===== config.mk =====
export PLATFORM = sky130hd
export DESIGN_NAME = bus_watchdog
export DESIGN_NICKNAME = d
export VERILOG_FILES = /design/src/rtl/wdg_pkg.sv /design/src/rtl/wdg_sync.sv /design/src/rtl/wdg_start_det.sv /design/src/rtl/wdg_interval_timer.sv /design/src/rtl/wdg_reset_pulse.sv /design/src/rtl/bus_watchdog.sv
export SDC_FILE = /design/constraint.sdc
export NUM_CORES = 1
export LEC_CHECK = 0
export CAP_MARGIN = 5
export CORE_UTILIZATION = 60
export DETAILED_ROUTE_END_ITERATION = 6
export HOLD_SLACK_MARGIN = 0.06
export MAX_ROUTING_LAYER = met4
export PLACE_DENSITY = 0.81
export RECOVER_POWER = 100
export SYNTH_ARGS = -nofsm -noshare
export SYNTH_HDL_FRONTEND = slang
export SYNTH_SLANG_ARGS = --single-unit

===== constraint.sdc =====
create_clock -name clk -period 3.85 [get_ports clk]
set_input_delay 0.385 -clock clk [delete_from_list [all_inputs] [get_ports clk]]
set_output_delay 0.385 -clock clk [all_outputs]
set_load 0.005 [all_outputs]

===== src/rtl/wdg_pkg.sv =====
package wdg_pkg;

    // Interval select codes; the off code is part of the behaviour.
    typedef enum logic [1:0] {
        WIN_SHORT = 2'b00,
        WIN_MED   = 2'b01,
        WIN_LONG  = 2'b10,
        WIN_OFF   = 2'b11
    } win_sel_e;

    // Sampled state of the two bus wires.
    typedef struct packed {
        logic scl;
        logic sda;
    } bus_pins_t;

    // Output phase of the reset generator.
    typedef enum logic {
        PH_WATCH = 1'b0,
        PH_HOLD  = 1'b1
    } phase_e;

    function automatic int unsigned win_ticks(
        input win_sel_e    sel,
        input int unsigned t_short,
        input int unsigned t_med,
        input int unsigned t_long
    );
        case (sel)
            WIN_SHORT: return t_short;
            WIN_MED:   return t_med;
            WIN_LONG:  return t_long;
            default:   return 0;
        endcase
    endfunction

    function automatic logic win_enabled(input win_sel_e sel);
        return sel != WIN_OFF;
    endfunction

    function automatic int unsigned max3(
        input int unsigned a,
        input int unsigned b,
        input int unsigned c
    );
        int unsigned m;
        m = (a > b) ? a : b;
        return (m > c) ? m : c;
    endfunction

endpackage


===== src/rtl/wdg_sync.sv =====
module wdg_sync
    import wdg_pkg::*;
#(
    parameter int unsigned STAGES = 2
) (
    input  logic      clk,
    input  logic      rst,
    input  bus_pins_t pins_i,
    output bus_pins_t pins_o
);
    localparam int unsigned NBITS = $bits(bus_pins_t);

    logic [NBITS-1:0] d_vec;
    logic [NBITS-1:0] q_vec;

    assign d_vec  = pins_i;
    assign pins_o = q_vec;

    for (genvar b = 0; b < NBITS; b++) begin : g_bit
        logic [STAGES-1:0] shreg;
        always_ff @(posedge clk) begin
            if (rst) begin
                shreg <= '1;  // idle bus level
            end else begin
                shreg <= {shreg[STAGES-2:0], d_vec[b]};
            end
        end
        assign q_vec[b] = shreg[STAGES-1];
    end

endmodule


===== src/rtl/wdg_start_det.sv =====
module wdg_start_det
    import wdg_pkg::*;
(
    input  logic      clk,
    input  logic      rst,
    input  logic      enable_i,
    input  bus_pins_t pins_i,
    output logic      start_o
);
    bus_pins_t prev_q;

    always_ff @(posedge clk) begin
        if (rst) begin
            prev_q <= '1;
        end else begin
            prev_q <= pins_i;
        end
    end

    // Data falling while the clock wire is high in both samples.
    assign start_o = enable_i
                   & prev_q.scl & pins_i.scl
                   & prev_q.sda & ~pins_i.sda;

endmodule


===== src/rtl/wdg_interval_timer.sv =====
module wdg_interval_timer
    import wdg_pkg::*;
#(
    parameter int unsigned SHORT_TICKS = 200,
    parameter int unsigned MED_TICKS   = 600,
    parameter int unsigned LONG_TICKS  = 1400
) (
    input  logic     clk,
    input  logic     rst,
    input  logic     hold_i,
    input  win_sel_e sel_i,
    input  logic     tick_i,
    input  logic     kick_i,
    output logic     expire_o
);
    localparam int unsigned MAXT = max3(SHORT_TICKS, MED_TICKS, LONG_TICKS);
    localparam int unsigned CW   = $clog2(MAXT + 1);

    logic [CW-1:0] cnt_q;
    logic [CW-1:0] last_idx;
    int unsigned   limit;
    logic          running;

    always_comb begin
        limit    = win_ticks(sel_i, SHORT_TICKS, MED_TICKS, LONG_TICKS);
        last_idx = CW'(limit - 1);
        running  = win_enabled(sel_i) & ~hold_i;
        // A kick on the final tick takes priority over expiry.
        expire_o = running & tick_i & ~kick_i & (cnt_q >= last_idx);
    end

    always_ff @(posedge clk) begin
        if (rst || !running || kick_i) begin
            cnt_q <= '0;
        end else if (tick_i) begin
            if (expire_o) begin
                cnt_q <= '0;
            end else begin
                cnt_q <= cnt_q + 1'b1;
            end
        end
    end

endmodule


===== src/rtl/wdg_reset_pulse.sv =====
module wdg_reset_pulse
    import wdg_pkg::*;
#(
    parameter int unsigned HOLD_TICKS = 200
) (
    input  logic   clk,
    input  logic   rst,
    input  logic   tick_i,
    input  logic   fire_i,
    output phase_e phase_o
);
    localparam int unsigned RW = $clog2(HOLD_TICKS + 1);
    localparam logic [RW-1:0] LAST = RW'(HOLD_TICKS - 1);

    phase_e        phase_q;
    logic [RW-1:0] rcnt_q;

    always_ff @(posedge clk) begin
        if (rst) begin
            phase_q <= PH_HOLD;
            rcnt_q  <= '0;
        end else begin
            case (phase_q)
                PH_HOLD: begin
                    if (tick_i) begin
                        if (rcnt_q == LAST) begin
                            phase_q <= PH_WATCH;
                            rcnt_q  <= '0;
                        end else begin
                            rcnt_q <= rcnt_q + 1'b1;
                        end
                    end
                end
                default: begin
                    if (fire_i) begin
                        phase_q <= PH_HOLD;
                        rcnt_q  <= '0;
                    end
                end
            endcase
        end
    end

    assign phase_o = phase_q;

endmodule


===== src/rtl/bus_watchdog.sv =====
module bus_watchdog
    import wdg_pkg::*;
#(
    parameter int unsigned SHORT_TICKS = 200,
    parameter int unsigned MED_TICKS   = 600,
    parameter int unsigned LONG_TICKS  = 1400,
    parameter int unsigned HOLD_TICKS  = 200,
    parameter int unsigned SYNC_STAGES = 2
) (
    input  logic       clk,
    input  logic       rst,
    input  logic       scl_i,
    input  logic       sda_i,
    input  logic [1:0] interval_sel_i,
    input  logic       tick_i,
    output logic       wdt_rst_o,
    output logic       wdt_rst_n_o
);
    bus_pins_t pins_raw;
    bus_pins_t pins_sync;
    phase_e    phase;
    logic      hold;
    logic      kick;
    logic      expire;
    win_sel_e  sel;

    assign pins_raw.scl = scl_i;
    assign pins_raw.sda = sda_i;
    assign sel          = win_sel_e'(interval_sel_i);
    assign hold         = (phase == PH_HOLD);

    wdg_sync #(.STAGES(SYNC_STAGES)) u_sync (
        .clk    (clk),
        .rst    (rst),
        .pins_i (pins_raw),
        .pins_o (pins_sync)
    );

    wdg_start_det u_start (
        .clk      (clk),
        .rst      (rst),
        .enable_i (~hold),
        .pins_i   (pins_sync),
        .start_o  (kick)
    );

    wdg_interval_timer #(
        .SHORT_TICKS (SHORT_TICKS),
        .MED_TICKS   (MED_TICKS),
        .LONG_TICKS  (LONG_TICKS)
    ) u_timer (
        .clk      (clk),
        .rst      (rst),
        .hold_i   (hold),
        .sel_i    (sel),
        .tick_i   (tick_i),
        .kick_i   (kick),
        .expire_o (expire)
    );

    wdg_reset_pulse #(.HOLD_TICKS(HOLD_TICKS)) u_pulse (
        .clk     (clk),
        .rst     (rst),
        .tick_i  (tick_i),
        .fire_i  (expire),
        .phase_o (phase)
    );

    assign wdt_rst_o   = hold;
    assign wdt_rst_n_o = ~hold;

endmodule


======== Yosys cells after proc, flatten, opt, wreduce, memory -nomap -nowiden ========
Cells that the tools add are included.
storage, ports and cells
  bits in registers ....................... 26
  bits of input ports ..................... 7
  logic and storage cells ................. 43
operators by class
  add/subtract/negate cells ............... 3
  order comparisons ....................... 1
  equal/unequal tests ..................... 5
  mux-type cells .......................... 10
  bitwise operators ....................... 11
  reduce and logical (&&, ||, !) cells .... 6
operators by type and width
  cell                                                                    number
  11-bit case mux with 3 select lines                                     1
  8-bit two-way mux                                                       4
  11-bit by 1-bit adder with 11-bit output (second input constant)        1
  11-bit greater-or-equal comparator                                      1
  11-bit two-way mux                                                      1
  11-bit by 1-bit subtractor with 11-bit output (second input constant)   1
  8-bit by 1-bit adder with 8-bit output (second input constant)          1
  1-bit bitwise AND                                                       8
  8-bit equality test (second input constant)                             1
  1-bit two-way mux                                                       4
  2-bit inequality test (second input constant)                           2
  1-bit NOT                                                               3
  2-bit by 1-bit equality test with 1-bit output (second input constant)  1
  2-bit equality test (second input constant)                             1
  2-bit logical NOT                                                       1
  1-bit logical OR                                                        2
  2-bit AND reduction                                                     1
  2-bit nonzero test                                                      1
  1-bit logical NOT                                                       1

======== Longest topological paths before layout ========
  depth after elaboration ................. 10
  gate-level depth with buffers ........... 9

======== Hierarchy ========
Synthesis repeated with hierarchy kept, for this count alone.
second synthesis, totals
  cells, all modules ...................... 164
  area, all modules ....................... 1487.7 um^2
modules (own cells, without submodules)
  module              times used  cells each  area each (um^2)
  wdg_interval_timer  1           89          805.8
  wdg_reset_pulse     1           58          488.0
  wdg_sync            1           10          120.1
  wdg_start_det       1           6           70.1
  bus_watchdog        1           1           3.8

======== Least setup slack after synthesis ========
No wires, ideal clock.
  path kind ............................... input port to flip-flop
  start point ............................. in interval_sel_i[0]
  end point ............................... reg u_pulse.rcnt_q[2]
  library setup time ...................... 0.128 ns
  arrival time ............................ 1.988 ns
  required time ........................... 3.722 ns
  path slack .............................. 1.734 ns
  stages .................................. 9
  path through ............................ inv_1 -> ha_1 -> xnor2_1 -> ha_1 -> nand2_1 -> o21a_1 -> o31a_1 -> o22ai_4 -> a31oi_1
on the way
  word-level cells in the longest chain between the ends .. 7
  elaborated cells on any way between the ends .. 13
RTL lines
  item                                                                                line                                                source
  start: declaration                                                                  bus_watchdog.sv:14                                  input logic [1:0] interval_sel_i,
  2-bit equality test, or another cell as far along                                   wdg_pkg.sv:29                                       case (sel)
  11-bit case mux with 3 select lines or 1-bit bitwise AND (tied branches)            wdg_pkg.sv:29, wdg_interval_timer.sv:27
  11-bit by 1-bit subtractor with 11-bit output or 1-bit bitwise AND (tied branches)  wdg_interval_timer.sv:26, wdg_interval_timer.sv:29
  11-bit greater-or-equal comparator or 1-bit bitwise AND (tied branches)             wdg_interval_timer.sv:29                            expire_o = running & tick_i & ~kick_i & (cnt_q >= last_idx);
  1-bit bitwise AND *                                                                 wdg_interval_timer.sv:29
  2-bit nonzero test (no line) *                                                      n/a
  2-bit AND reduction (no line) *                                                     n/a
  end signal: assignment                                                              wdg_reset_pulse.sv:30                               rcnt_q <= rcnt_q + 1'b1;
  end: declaration                                                                    wdg_reset_pulse.sv:16                               logic [RW-1:0] rcnt_q;
Every way passes the cells marked *; elsewhere a longest branch is shown, timed or not.
A chain may end at the register's enable or synchronous reset.

======== Final worst setup path ========
  start point ............................. in interval_sel_i[0]
  end point ............................... reg u_pulse.rcnt_q[5]
Same word-level chain as after synthesis.

==> flow_metrics.py <==
metrics = {
    "synthesis": {
        "ys.flop_type": "dfxtp_1",
        "synth_top_family_by_area": "simple AND/OR/NAND/NOR gates",
        "synth_compound_area_frac": 0.175,
        "synthAdderAreaFrac": 0.113,
        "synth_cells": 166,
        "yosysTopAreaCellShare": 0.362,
        "synth.area.mux_share": 0.00696,
        "yosys.area_share.xor_xnor": 0.0609,
        "synth_nets": 186,
        "yosysWarnings": 0,
        "synth-edff-count": 0,
        "syn-cell-area_um2": 1440,
        "ys_top_cells_by_count": "dfxtp_1, nand2_1, ha_1",
        "avgSynthCellArea_um2": 8.66,
        "ys_top_cells_by_area": "dfxtp_1, ha_1, nand2_1",
        "yosys.area_share.simple": 0.238,
        "synth_most_common_cell": "dfxtp_1",
        "ys_seq_area_frac": 0.362,
        "synthDistinctLibCells": 40,
        "synth.largest_area_cell": "dfxtp_1",
        "synth-seq-cells": 26,
        "synth_async_sr_flop_share": 0,
    },
    "global_route": {
        "top_usage_layer": "met2",
        "grt_max_degree": 17,
        "grt_util_met3": 0.0357,
        "use_met2": 0.450,
        "first_global_vias": 1174,
        "track_usage": 0.269,
        "met1_usage": 0.333,
        "grt_antenna_before_repair": 0,
        "grt_overflow": 0,
        "grt_pass1_wl_um": 5080,
    },
    "clock_tree": {
        "clock-root-buffer": "clkbuf_4",
        "worstSkewPairLatency_ns": 0.32,
        "cts_sinks": 26,
        "numCtsBuffers": 3,
        "postCtsResizedCells": 0,
        "tritoncts": "yes",
        "htreeDepth": 1,
        "clockBufferDepth": 2,
        "cts_setup_buffers": 0,
        "cts_hold_buf": 0,
        "path_clk_slew_ns": 0.13,
    },
    "detailed_routing": {
        "drt-initial-drc-count": 35,
        "routedWlPerCell_um": 14.4,
        "drtPass1Iterations": 4,
        "vias": 1194,
        "drc": 0,
        "routed_wl_um": 2910,
        "ant_nets": 0,
        "viasPerCell": 5.91,
    },
    "sta": {
        "fin_hold_ws_ns": 0.424,
        "clock_skew_ns": 0.0114,
        "finalHoldViolations": 0,
        "period_share": 0.734,
        "period_needed_ns": 2.83,
        "fmax_mhz": 354,
        "maxSlewHeadroom": 0.558,
        "finalSetupViolations": 0,
        "layout_setup_ws_ns": 1.02,
        "rsz0062_at_grt": "no",
        "drv_slew": 0,
        "worst_slew_pin_slew_ns": 0.663,
        "tns_ns": 0,
    },
    "worst_setup_path": {
        "worstPathArrival_ns": 3.01,
        "cp-end-kind": "flip-flop",
        "required_ns": 4.04,
        "crit_path_start_kind": "input pin",
        "critical_path_class": "in2reg",
        "critPathMaxFanout": 6,
    },
    "status": {
        "status": "finished clean",
    },
    "layout": {
        "antenna_cells": 0,
        "layout-drive-gt1-share": 0.0690,
        "fin_nets": 195,
        "post-route-util": 0.690,
        "syn2layout_area_growth_pct": 7.22,
    },
    "place": {
        "pre_cts_ws_ns": 0.946,
        "place.gp.congestion": 0.822,
        "port_buffers": 8,
        "dp_hpwl_um": 2180,
    },
    "power": {
        "vdd_ir_drop_max_v": 0.000282,
        "power_density_nw_per_um2": 303,
        "leakagePower_nw": 0.606,
    },
    "floorplanning": {
        "die_w_um": 51.0,
        "initial_utilization": 0.644,
        "fp-row-count": 17,
        "core-area_um2": 2230,
        "die_area_um2": 2600,
        "die_h_um": 51.0,
        "io_pins": 9,
    },
    "run": {
        "drv_cap": 0,
    },
    "min_path": {
        "hp-class": "reg2reg",
    },
}
==> per-layer routing <==
| layer | share of wire | routed length (um) |
|---|---|---|
| met5 | 0 | 0 |
| met4 | 0.010 | 30 |
| met3 | 0.019 | 55 |
| met2 | 0.49 | 1420 |
| met1 | 0.48 | 1400 |
==> registers in the layout (all words and copies together) (netlist names) <==
signal              count
u_pulse.phase_o         1
u_sync.g_bit.shreg      4
u_pulse.rcnt_q          8
u_timer.cnt_q          11
u_start.prev_q          2
==> critical path: stages <==
cell and delay [ns]:
dlygate4sd3_1 0.58, inv_1 0.10, ha_1 0.24, xnor2_1 0.16, ha_1 0.31, nand2_1 0.06, o21a_1 0.25, o31a_1 0.32
o22ai_1 0.43, a31oi_1 0.17
==> kinds of logic after synthesis <==
group,Yosys count
DFF,26
xor gates and xnor gates,10
adders and majority gates,13
AOI/OAI and AO/OA,36
muxes,1
and+or+nand+nor,64
buffers and inverters,16
==> power by group <==
group	total [mW]	internal (mW)	switching, mW
Combinational	0.0428	0.0203	0.0224
Clock	0.138	0.0578	0.0804
Sequential	0.286	0.277	0.00946
==> final timing paths <==
check                                start                        to  slack [ns]  depth (start not counted)
hold / removal    u_sync.g_bit[0].shreg[0]  u_sync.g_bit[0].shreg[1]        0.42                          1
setup / recovery         interval_sel_i[0]         u_pulse.rcnt_q[5]        1.02                         10
hold reg to reg   u_sync.g_bit[0].shreg[0]  u_sync.g_bit[0].shreg[1]        0.42                          1
setup reg to reg          u_timer.cnt_q[4]         u_pulse.rcnt_q[6]        1.76                          6
==> cell type report <==
cell class	instances	area (um2)
Multi-Input combinational cell	124	825
Fill cell	192	692
Sequential cell	26	520
Timing Repair Buffer	8	80.1
Inverter	12	45.0
Clock buffer	4	36.3
Tap cell	28	35.0
==> layout by cell type (no fill, tap or decap), drive strengths merged, types with 3 or more instances in the layout <==
cell           instances
nand2                 18
clkdlybuf4s50          4
a21oi                 12
o211ai                 3
a31oi                  3
nor3                  12
ha                    13
nand3                  5
o22ai                  3
inv                   12
xor2                   6
and3                   5
o21ai                  7
clkbuf                 4
dfxtp                 26
or2                    7
dlygate4sd3            4
nor2                   5
xnor2                  4
nand4                  3
==> per-stage QoR <==
stage,power (mW),area [um2],cells
floorplan,0.323,1440,166
global placement,0.334,1530,198
detailed placement,0.336,1530,198
CTS,0.470,1570,202
global route,0.490,1540,202
finish,0.467,1540,202
Note: power is estimated with default switching activity, not from simulation.
